## src/rtl/cs_ctrl_pkg.sv

```systemverilog
package cs_ctrl_pkg;
  // framing phase of the selected line
  typedef enum logic [1:0] {
    PH_IDLE  = 2'd0,
    PH_LEAD  = 2'd1,
    PH_BURST = 2'd2
  } cs_phase_e;
endpackage

```

## src/rtl/cs_rst_sync.sv

```systemverilog
module cs_rst_sync (
  input  logic clk,
  input  logic rst_n,
  output logic rst_q
);
  logic s1_q;
  logic s2_q;

  always_ff @(posedge clk or negedge rst_n) begin
    if (!rst_n) begin
      s1_q <= 1'b0;
      s2_q <= 1'b0;
    end else begin
      s1_q <= 1'b1;
      s2_q <= s1_q;
    end
  end

  assign rst_q = s2_q;
endmodule

```

## src/rtl/cs_frame_fsm.sv

```systemverilog
module cs_frame_fsm
  import cs_ctrl_pkg::*;
#(
  parameter int LEAD_CYC = 4,
  parameter int TGT_W    = 2
) (
  input  logic             clk,
  input  logic             rst_q,
  input  logic             burst_req,
  input  logic             burst_end,
  input  logic [TGT_W-1:0] tgt_sel,
  output cs_phase_e        phase_q,
  output cs_phase_e        phase_d,
  output logic [TGT_W-1:0] tgt_q,
  output logic [TGT_W-1:0] tgt_d,
  output logic             go_q
);
  localparam int CNT_W = (LEAD_CYC > 1) ? $clog2(LEAD_CYC) : 1;
  localparam logic [CNT_W-1:0] CNT_LAST = CNT_W'(LEAD_CYC - 1);

  logic [CNT_W-1:0] cnt_q;
  logic [CNT_W-1:0] cnt_d;
  logic             go_d;
  logic             lead_last;
  logic             tgt_en;

  assign lead_last = (cnt_q == CNT_LAST);
  // target index may only be refreshed between bursts
  assign tgt_en    = (phase_q == PH_IDLE);
  assign tgt_d     = tgt_en ? tgt_sel : tgt_q;

  always_comb begin
    phase_d = phase_q;
    cnt_d   = cnt_q;
    go_d    = 1'b0;
    unique case (phase_q)
      PH_IDLE: begin
        if (burst_req) begin
          phase_d = PH_LEAD;
          cnt_d   = '0;
        end
      end
      PH_LEAD: begin
        if (lead_last) begin
          phase_d = PH_BURST;
          go_d    = 1'b1;
        end else begin
          cnt_d = cnt_q + 1'b1;
        end
      end
      PH_BURST: begin
        if (burst_end) phase_d = PH_IDLE;
      end
      default: phase_d = PH_IDLE;
    endcase
  end

  always_ff @(posedge clk or negedge rst_q) begin
    if (!rst_q) begin
      phase_q <= PH_IDLE;
      cnt_q   <= '0;
      go_q    <= 1'b0;
      tgt_q   <= '0;
    end else begin
      phase_q <= phase_d;
      cnt_q   <= cnt_d;
      go_q    <= go_d;
      if (tgt_en) tgt_q <= tgt_sel;
    end
  end
endmodule

```

## src/rtl/cs_line_drv.sv

```systemverilog
module cs_line_drv #(
  parameter int IDX   = 0,
  parameter int TGT_W = 2
) (
  input  logic             clk,
  input  logic             rst_q,
  input  logic [TGT_W-1:0] tgt_d,
  input  logic             frame_on_d,
  input  logic             man_en,
  input  logic             man_lvl,
  input  logic             act_low,
  output logic             pin_q
);
  logic sel;
  logic pin_d;

  assign sel = (tgt_d == TGT_W'(IDX));

  always_comb begin
    if (!sel)            pin_d = act_low;          // idle level
    else if (man_en)     pin_d = man_lvl;          // raw override
    else if (frame_on_d) pin_d = ~act_low;         // framed, active
    else                 pin_d = act_low;
  end

  always_ff @(posedge clk or negedge rst_q) begin
    if (!rst_q) pin_q <= 1'b1;
    else        pin_q <= pin_d;
  end
endmodule

```

## src/rtl/cs_ctrl.sv

```systemverilog
module cs_ctrl
  import cs_ctrl_pkg::*;
#(
  parameter int NUM_CS   = 4,
  parameter int LEAD_CYC = 4
) (
  input  logic                                       clk,
  input  logic                                       rst_n,
  input  logic [((NUM_CS > 1) ? $clog2(NUM_CS) : 1)-1:0] tgt_sel,
  input  logic                                       man_en,
  input  logic                                       man_lvl,
  input  logic                                       act_low,
  input  logic                                       burst_req,
  input  logic                                       burst_end,
  output logic                                       burst_go,
  output logic [NUM_CS-1:0]                          cs_pin,
  output logic [NUM_CS-1:0]                          cs_seen
);
  localparam int TGT_W = (NUM_CS > 1) ? $clog2(NUM_CS) : 1;

  logic             rst_q;
  cs_phase_e        phase_q;
  cs_phase_e        phase_d;
  logic [TGT_W-1:0] tgt_q;
  logic [TGT_W-1:0] tgt_d;
  logic             frame_on_d;
  logic [NUM_CS-1:0] pin_w;

  cs_rst_sync u_rst (
    .clk   (clk),
    .rst_n (rst_n),
    .rst_q (rst_q)
  );

  cs_frame_fsm #(
    .LEAD_CYC (LEAD_CYC),
    .TGT_W    (TGT_W)
  ) u_fsm (
    .clk       (clk),
    .rst_q     (rst_q),
    .burst_req (burst_req),
    .burst_end (burst_end),
    .tgt_sel   (tgt_sel),
    .phase_q   (phase_q),
    .phase_d   (phase_d),
    .tgt_q     (tgt_q),
    .tgt_d     (tgt_d),
    .go_q      (burst_go)
  );

  assign frame_on_d = (phase_d != PH_IDLE);

  for (genvar g = 0; g < NUM_CS; g++) begin : g_line
    cs_line_drv #(
      .IDX   (g),
      .TGT_W (TGT_W)
    ) u_line (
      .clk        (clk),
      .rst_q      (rst_q),
      .tgt_d      (tgt_d),
      .frame_on_d (frame_on_d),
      .man_en     (man_en),
      .man_lvl    (man_lvl),
      .act_low    (act_low),
      .pin_q      (pin_w[g])
    );
  end

  assign cs_pin  = pin_w;
  assign cs_seen = pin_w;
endmodule

```

## config.mk

```make
export PLATFORM = sky130hd
export DESIGN_NAME = cs_ctrl
export DESIGN_NICKNAME = d
export VERILOG_FILES = /design/src/rtl/cs_ctrl_pkg.sv /design/src/rtl/cs_rst_sync.sv /design/src/rtl/cs_frame_fsm.sv /design/src/rtl/cs_line_drv.sv /design/src/rtl/cs_ctrl.sv
export SDC_FILE = /design/constraint.sdc
export NUM_CORES = 1
export LEC_CHECK = 0
export BUFFER_PORTS_ARGS = -buffer_cell sky130_fd_sc_hd__buf_2
export CORE_MARGIN = 8
export CORE_UTILIZATION = 39
export DETAILED_ROUTE_END_ITERATION = 16
export PLACE_DENSITY = 0.61
export RECOVER_POWER = 50
export SETUP_SLACK_MARGIN = 0.4
export SLEW_MARGIN = 20
export SYNTH_ARGS = -nofsm -noshare
export SYNTH_HDL_FRONTEND = slang
export SYNTH_SLANG_ARGS = --single-unit
```

## constraint.sdc

```tcl
create_clock -name clk -period 0.8 [get_ports clk]
set_input_delay 0.04 -clock clk [delete_from_list [all_inputs] [get_ports clk]]
set_output_delay 0.04 -clock clk [all_outputs]
set_load 0.05 [all_outputs]
```

* After elaboration in Yosys (flattened, before gate mapping) *
Index checks and enable logic that the tools add are counted.
W data, S select, Z words.

cells by class
  add/subtract/negate cells = 1
  equality and inequality tests = 8
  muxes and demuxes = 16
  bitwise operators = 1
  reduce and logical (&&, ||, !) cells = 5

operator list
  kind                   count
  $mux W2                6
  $eq A2 B2 Y1 const B   4
  $mux W1                8
  $pmux W2 S3            1
  $eq A2 B1 Y1 const B   2
  $logic_not A2 Y1       2
  $ne A2 B2 Y1 const B   2
  $pmux W2 S2            1
  $reduce_bool A2 Y1     2
  $reduce_and A3 Y1      1
  $add A2 B1 Y2 const B  1
  $not A1 Y1             1

storage, ports and cells
  register bits = 13
  bits of input ports = 9
  output and inout port bits = 9
  word-level logic and storage cells = 41

* Longest topological paths before layout *
Gate-level depths: netlist of run 1.

  depth after elaboration = 7
  gate-level depth with buffers = 5
  mapped depth without buffers = 4

* Cells and area by module *
A second synthesis of run 1 with hierarchy kept.

unflattened totals
  cell total of the unflattened synthesis = 59
  area total of the unflattened synthesis = 674.4 µm²

by module, submodules not included
  module                               instances  cells each  area an instance (µm²)  seq. area each (µm²)
  cs_frame_fsm                         1          24          317.8                   175.2
  cs_line_drv at g_line[1].u_line ...  2          7           71.3                    26.3
  cs_line_drv at g_line[0].u_line      1          6           62.6                    26.3
  cs_line_drv at g_line[3].u_line      1          7           61.3                    26.3
  cs_rst_sync                          1          3           53.8                    50.0
  cs_ctrl                              1          5           36.3                    0.0

* Worst setup path after synthesis of run 1 *
Ideal clock, no wire load.

  path kind = register to register
  start = register u_fsm.phase_q[0]
  end = register g_line[3].u_line.pin_q
  setup time = 0.061 ns
  arrival = 1.441 ns
  data required time = 0.739 ns
  path slack = -0.702 ns
  stages on the path, launching flop included = 6
  path buffers = 1
  clock period less this slack = 1.502 ns
  cells stage by stage = dfrtp_1 buf_6 or3b_4 and3b_4 o31ai_4 mux2_1

between the ends
  cells in the longest elaborated chain, start to end = 6
  elaborated cells on any way between the ends = 13
  classes of those cells = eq/ne: 3; mux: 8; reduce/logical: 2

ends and longest elaborated chain
  item                                  line                text
  from (decl)                           cs_frame_fsm.sv:12  output cs_phase_e phase_q,
  from (signal assigned)                cs_frame_fsm.sv:65  phase_q <= phase_d;
  $eq A2 B2 Y1 (tied with other cells)  cs_frame_fsm.sv:36  unique case (phase_q)
  $pmux W2 S3                           cs_frame_fsm.sv:36
  $reduce_bool A2 Y1                    cs_ctrl.sv:51       assign frame_on_d = (phase_d != PH_IDLE);
  $mux W1                               cs_line_drv.sv:22   else if (frame_on_d) pin_d = ~act_low;
  $mux W1                               cs_line_drv.sv:21   else if (man_en) pin_d = man_lvl;
  $mux W1 *                             cs_line_drv.sv:20   if (!sel) pin_d = act_low;
  named net g_line[3].u_line.pin_d      cs_line_drv.sv:15   logic pin_d;
  to (signal assigned)                  cs_line_drv.sv:28   else pin_q <= pin_d;
  to (decl)                             cs_line_drv.sv:12   output logic pin_q

Mark *: on every way through the listed nets, which the timed path passes. The rest lies on a longest branch.
A chain may end at the register's enable or synchronous reset.

* Worst setup path in the final report of run 1 *
  start = register u_fsm.phase_q[1]
  end = register g_line[0].u_line.pin_q

between the ends
  cells in the longest elaborated chain, start to end = 6
  elaborated cells on any way between the ends = 13
  classes of those cells = eq/ne: 2; mux: 8; reduce/logical: 3

ends and longest elaborated chain
  item                                  line
  $eq A2 B2 Y1 (tied with other cells)  cs_frame_fsm.sv:36
  $pmux W2 S3                           cs_frame_fsm.sv:36
  $reduce_bool A2 Y1                    cs_ctrl.sv:51
  $mux W1                               cs_line_drv.sv:22
  $mux W1                               cs_line_drv.sv:21
  $mux W1 *                             cs_line_drv.sv:20
  named net g_line[0].u_line.pin_d      cs_line_drv.sv:15
  to (signal assigned)                  cs_line_drv.sv:28
  to (decl)                             cs_line_drv.sv:12

Marks and branches as above.

==> impl_metrics.py, run 1 <==
metrics = {
    "clock_network": {
        "tritoncts.num_buffers": 3,
        "worstSkewPairLatency_ns": 0.29,
        "clkTransAtPathRegs_ns": 0.08,
        "cts_sinks": 13,
        "ctsRootBufferMaster": "sky130_fd_sc_hd__clkbuf_4",
        "clock_tree.htree_level_count": 1,
        "clock_tree_from_tritoncts": "built",
        "cts.path.max_buffers": 2,
    },
    "power": {
        "vdd_ir_drop_max_mv": 1.779,
        "pwr-share-clk": 0.094,
        "cell_internal_power_mw": 2.638,
        "comb_power_share": 0.627,
        "seqPwrFrac": 0.279,
        "power_mw": 4.432,
        "net_load_switching_power_mw": 1.793,
        "switching_share": 0.4047,
        "power_leakage_nw": 0.4841,
        "power_density_nw_per_um2": 4362,
    },
    "global_routing": {
        "track_usage": 0.08719,
        "grt_start_max_net_pins": 9,
        "overflow": 0,
        "grt_pass1_wl_mm": 2.263,
        "antenna_found_initial": 0,
        "first_global_vias": 515,
    },
    "sta": {
        "finalSetupTns_ns": -7.197,
        "layout_setup_ws_ns": -0.7057,
        "fin_crit_ns": 1.506,
        "skew_ns": 0.006454,
        "achievable-frequency_mhz": 664.2,
        "post-route-period-util": 1.882,
        "timing.final.max_slew_violations": 0,
        "report.final.hold_viol_count": 0,
        "timing.final.setup_violations": 20,
        "rsz0062_at_grt": "yes",
    },
    "finish": {
        "fin_nets": 97,
        "drive_gt1_frac": 0.6163,
        "most_frequent_cells_in_the_layout": "sky130_fd_sc_hd__buf_8, sky130_fd_sc_hd__buf_4, sky130_fd_sc_hd__buf_2, sky130_fd_sc_hd__dfrtp_1, sky130_fd_sc_hd__buf_6",
        "syn_to_final_growth_pct": 47.10,
        "num-fill-cells": 138,
        "antenna_cells_inserted": 0,
        "final_core_utilization": 0.6015,
    },
    "route": {
        "first_pass_iters": 2,
        "initialDrtViolationCount": 7,
        "highest_layer": "met4",
        "vias": 513,
        "avgRoutedWirePerCell_um": 13.44,
        "met3WireLength_um": 77,
        "met1_length_um": 617,
        "final_antenna_net_count": 0,
        "detail_route.wirelength_mm": 1.384,
        "viasPerCell": 4.981,
        "route.detailed.drc": 0,
        "wl_met2_um": 651,
    },
    "critical_path": {
        "r2r.worst_path.cells": 4,
        "worst_ep_required_time_ns": 1.03,
        "max_fanout_on_critical_path": 4,
        "crit_path_max_incr_delay_ns": 0.43,
        "criticalPathCategory": "reg -> reg",
        "setup.worst_path.end_class": "flop",
        "crit_slowest_cell": "sky130_fd_sc_hd__dfrtp_1",
        "timing.critical_path.cells": "or3b_4 -> and3b_4 -> o31ai_4 -> mux2_4",
        "crit_path_start_kind": "flop",
        "cp.arrival_ns": 1.74,
    },
    "place": {
        "numPortBuffers": 17,
        "pre_cts_ws_ns": -0.6720,
        "place_hpwl_um": 993.9,
        "place.gp.congestion": 0.7115,
    },
    "synth": {
        "synth_nets": 69,
        "ys_async_sr_fraction": 1.000,
        "synth_top_flop_cell": "sky130_fd_sc_hd__dfrtp_1",
        "synth.yosys.seq_area_share": 0.4783,
        "synth_cell_type_count": 24,
        "syn_area_per_cell_um2": 11.71,
        "synth_enable_flop_cells": 0,
        "synthXorXnorAreaFrac": 0,
        "yosys_warnings": 0,
        "synthesis.area_um2": 690.7,
        "syn-instance-count": 59,
        "synth-simple-area-share": 0.1141,
        "synth.mux.area_fraction": 0.1286,
        "compound_gate_portion_of_the_synthesized_area": 0.1304,
        "ys_ff_latch": 13,
        "synth_top_family_by_area": "compound AO/OA/AOI/OAI gates",
        "synth-adder-area-share": 0.01812,
    },
    "floorplan": {
        "fp.coreArea_um2": 1689,
        "die_x_extent_um": 58.08,
        "ports": 18,
        "rows": 15,
        "starting_density_of_the_core": 0.4089,
        "dieHeight_um": 58.08,
        "design.die.area_um2": 3373,
    },
    "status": {
        "status": "finished with violations",
        "failed_checks": "negative setup slack",
    },
    "flow_run": {
        "maxCapViolations": 0,
    },
    "hold_path": {
        "hold_depth": 2,
        "hold_path.class": "in -> reg",
    },
}
## repair_timing
action | CTS | global route
buffers inserted | 3 | 2
hold endpoints to repair | 2 | 0
gates resized for setup | 33 | 6
cloned | 1 | 0
setup endpoints to repair | 25 | 26
pin swaps | 2 | 3
hold buffers | 1 | 0
## Yosys cell counts (all sizes together), types with 2 or more instances
cell type | n | share of area
a22o | 3 | 0.038
dfrtp | 9 | 0.33
a31oi | 3 | 0.027
nor3b | 2 | 0.022
mux2 | 7 | 0.11
buf | 9 | 0.10
dfstp | 4 | 0.15
nand2 | 3 | 0.016
inv | 4 | 0.022
nor2 | 3 | 0.016
## state kept, by name, summed over array words and instances (netlist names)
register	count
g_line.u_line.pin_q	4
u_fsm.phase_q	2
u_rst.rst_q	1
u_fsm.cnt_q	2
u_fsm.go_q	1
u_fsm.tgt_q	2
u_rst.s1_q	1
## cells by family after synthesis
family / count (synthesis)
buffers and inverters: 13
AND/OR/NAND/NOR: 13
flip-flops: 13
AO/OA/AOI/OAI: 10
multiplexers: 8
adder cells (fa/ha/maj): 1
other: 1
## routing by layer
metal / global-route usage / vias up
met2: 0.1306 / 15
met1: 0.1054 / 243
met3: 0.02208 / 5
met4: 0.06294 / 0
met5: 0 / -
li1: - / 250
## area by class of cell
type,count,area (µm²),share of cell area
clock buffer,3,22.52,0.02217
sequential,13,332.8,0.3276
multi-input combinational,33,311.5,0.3067
tap,17,21.27,0.02094
timing repair buffer,32,307.8,0.3030
inverter,4,15.01,0.01478
clock inverter,1,5.005,0.004926
## critical path, delay by kind of cell, from the launching register on
family	cells	cell delay [ns]
muxes	1	0.19
DFF	1	0.43
and+or+nand+nor	2	0.61
AOI/OAI and AO/OA	1	0.21
## path summary, 6_finish.rpt
| kind | start | endpoint | slack [ns] |
|---|---|---|---|
| min in group asynchronous | rst_n | u_rst.s1_q$_DFF_PN0_ | 0.05 |
| hold reg to reg | u_rst.rst_q$_DFF_PN0_ | u_fsm.go_q$_DFF_PN0_ | 0.10 |
| setup reg to reg | u_fsm.phase_q[1]$_DFF_PN0_ | g_line[0].u_line.pin_q$_DFF_PN1_ | -0.71 |
| setup / recovery | u_fsm.phase_q[1]$_DFF_PN0_ | g_line[0].u_line.pin_q$_DFF_PN1_ | -0.71 |
| hold / removal | act_low | g_line[3].u_line.pin_q$_DFF_PN1_ | 0.03 |
| max in group asynchronous | u_rst.rst_q$_DFF_PN0_ | u_fsm.tgt_q[0]$_DFF_PN0_ | 0.42 |
## power by group through the flow
stage	Sequential [mW]	Clock [mW]	Combinational, mW
floorplan	1.26	0	1.88
global route	1.27	0.453	2.97
global placement	1.15	0	2.04
detailed placement	1.16	0	2.07
CTS	1.22	0.428	2.61
finish	1.24	0.417	2.78
## through the flow
stage	cells	instance area [µm²]	hold slack [ns]
after global placement	92	803.3	-0.1753
after CTS	101	978.4	0.01285
after global routing	103	1016	0.04789
after floorplan	59	768.2	-0.2556
after detailed placement	92	803.3	-0.1735
final	103	1016	0.03399
No activity file was read; power rests on OpenSTA's default activity.
==> run 2, diff against run 1 <==
- TNS_END_PERCENT: not set -> 30
==> impl_metrics.py, run 2 (same netlist as run 1, synthesis figures left out) <==
metrics = {
    "status": {
        "status": "finished with violations",
        "failed_checks": "negative setup slack",
    },
    "route": {
        "first_pass_iters": 5,
        "detail_route.wirelength_mm": 1.347,
        "initialDrtViolationCount": 9,
        "final_antenna_net_count": 0,
        "avgRoutedWirePerCell_um": 13.47,
        "route.detailed.drc": 0,
        "viasPerCell": 4.970,
        "vias": 497,
    },
    "clock_network": {
        "clock_tree.htree_level_count": 1,
        "worstSkewPairLatency_ns": 0.27,
        "clkTransAtPathRegs_ns": 0.08,
        "cts_sinks": 13,
        "clock_tree_from_tritoncts": "built",
        "tritoncts.num_buffers": 3,
        "cts.path.max_buffers": 2,
        "ctsRootBufferMaster": "sky130_fd_sc_hd__clkbuf_4",
    },
    "hold_path": {
        "hold_path.class": "in -> reg",
        "hold_depth": 2,
    },
    "flow_run": {
        "maxCapViolations": 0,
    },
    "finish": {
        "instances_no_fill": 100,
        "regArea_um2": 330.3,
        "drive_gt1_frac": 0.5422,
        "most_frequent_cells_in_the_layout": "sky130_fd_sc_hd__buf_6, sky130_fd_sc_hd__dfrtp_1, sky130_fd_sc_hd__buf_2",
        "flip_flop_count_of_the_largest_register_after_layout": 4,
        "largest_register": "g_line.u_line.pin_q",
        "syn_to_final_growth_pct": 37.86,
        "num-fill-cells": 134,
        "mostFrequentLayoutCell": "sky130_fd_sc_hd__buf_6",
        "antenna_cells_inserted": 0,
        "fin_nets": 94,
        "multi_input_comb_area_um2": 311.5,
        "final_core_utilization": 0.5637,
    },
    "sta": {
        "timing.final.setup_violations": 20,
        "timing.final.max_slew_violations": 0,
        "skew_ns": 0.0007329,
        "fin_crit_ns": 1.478,
        "report.final.hold_viol_count": 0,
        "achievable-frequency_mhz": 676.5,
        "layout_setup_ws_ns": -0.6783,
        "post-route-period-util": 1.848,
        "rsz0062_at_grt": "yes",
    },
    "place": {
        "place_hpwl_um": 987.9,
        "number_of_cells_in_the_design_after_placement": 93,
        "pre_cts_ws_ns": -0.6484,
        "numPortBuffers": 17,
        "place.gp.congestion": 0.7585,
    },
    "critical_path": {
        "worst_ep_required_time_ns": 1.02,
        "criticalPathCategory": "reg -> reg",
        "r2r.worst_path.cells": 4,
        "crit_path_start_kind": "flop",
        "cp.arrival_ns": 1.70,
        "rrSetupSlack_ns": -0.68,
        "max_fanout_on_critical_path": 4,
        "setup.worst_path.end_class": "flop",
    },
    "global_routing": {
        "grt_start_max_net_pins": 9,
        "overflow": 0,
        "antenna_found_initial": 0,
        "track_usage": 0.08636,
        "grt_pass1_wl_mm": 2.194,
        "first_global_vias": 515,
    },
    "power": {
        "vdd_ir_drop_max_mv": 1.867,
        "power_density_nw_per_um2": 4411,
        "power_leakage_nw": 0.4548,
    },
    "floorplan": {
        "design.die.area_um2": 3373,
        "die_x_extent_um": 58.08,
        "fp.coreArea_um2": 1689,
        "rows": 15,
        "starting_density_of_the_core": 0.4089,
        "ports": 18,
        "dieHeight_um": 58.08,
    },
}
run 2: cell types whose count changed in the layout (fill, tap and decap cells not counted):
cell,before,now
sky130_fd_sc_hd__o21ai_0,1,0
sky130_fd_sc_hd__buf_8,8,0
sky130_fd_sc_hd__o21ai_1,0,1
sky130_fd_sc_hd__buf_6,6,13
sky130_fd_sc_hd__buf_4,8,5
sky130_fd_sc_hd__dfrtp_1,7,9
sky130_fd_sc_hd__inv_2,1,0
sky130_fd_sc_hd__dfrtp_2,2,0
sky130_fd_sc_hd__inv_1,3,4
sky130_fd_sc_hd__clkbuf_1,1,3
sky130_fd_sc_hd__clkinv_2,1,0
run 2: routing by layer:
metal,global-route usage,part of all wire
met1,0.09407,0.44
met2,0.1369,0.48
met3,0.03532,0.055
met4,0.05245,0.022
met5,0,0
run 2: what timing repair did:
action | CTS | global route
setup endpoints to repair | 25 | 25
cloned | 1 | 0
buffers inserted | 0 | 1
endpoints found under the hold margin | 2 | 0
hold buffers | 1 | 0
resized for setup | 23 | 7
pin swaps | 1 | 0
run 2: worst paths after layout:
kind                                                  from                               end
worst max register to register  u_fsm.phase_q[1]$_DFF_PN0_  g_line[2].u_line.pin_q$_DFF_PN1_
worst min-delay path                               act_low  g_line[3].u_line.pin_q$_DFF_PN1_
min in group asynchronous            u_rst.rst_q$_DFF_PN0_        u_fsm.phase_q[0]$_DFF_PN0_
max in group asynchronous            u_rst.rst_q$_DFF_PN0_  g_line[2].u_line.pin_q$_DFF_PN1_
worst max-delay path            u_fsm.phase_q[1]$_DFF_PN0_  g_line[2].u_line.pin_q$_DFF_PN1_
worst min register to register       u_rst.rst_q$_DFF_PN0_        u_fsm.phase_q[0]$_DFF_PN0_
run 2: worst max-delay path: stages (launching register included):
cell and delay [ns]:
sky130_fd_sc_hd__dfrtp_1 0.41, sky130_fd_sc_hd__or3b_4 0.42, sky130_fd_sc_hd__and3b_4 0.19, sky130_fd_sc_hd__o31ai_4 0.21, sky130_fd_sc_hd__mux2_4 0.19
run 2: area by class of cell:
cell class / count / area share
flip-flops and latches: 13 / 0.3469
multi-input cells: 33 / 0.3272
repair buffers: 29 / 0.2602
clock buffers: 4 / 0.02760
well taps: 17 / 0.02234
inverters: 4 / 0.01577
run 2: report_power, final:
part	internal (mW)	switching (mW)	leakage, nW
clock network	0.193	0.212	0.0150
logic	1.31	1.28	0.289
registers	0.961	0.240	0.151
run 2: stage by stage:
stage / hold WS [ns] / setup TNS (ns) / total power, mW / instance area, µm²
6_report: 0.04360 / -6.854 / 4.200 / 952.2
5_1_grt: 0.04008 / -7.753 / 4.452 / 952.2
4_1_cts: 0.02741 / -6.978 / 4.042 / 939.7
3_5_place_dp: -0.1721 / -4.958 / 3.246 / 820.8
3_3_place_gp: -0.1754 / -4.865 / 3.206 / 820.8
2_1_floorplan: -0.2556 / -4.727 / 2.863 / 705.7
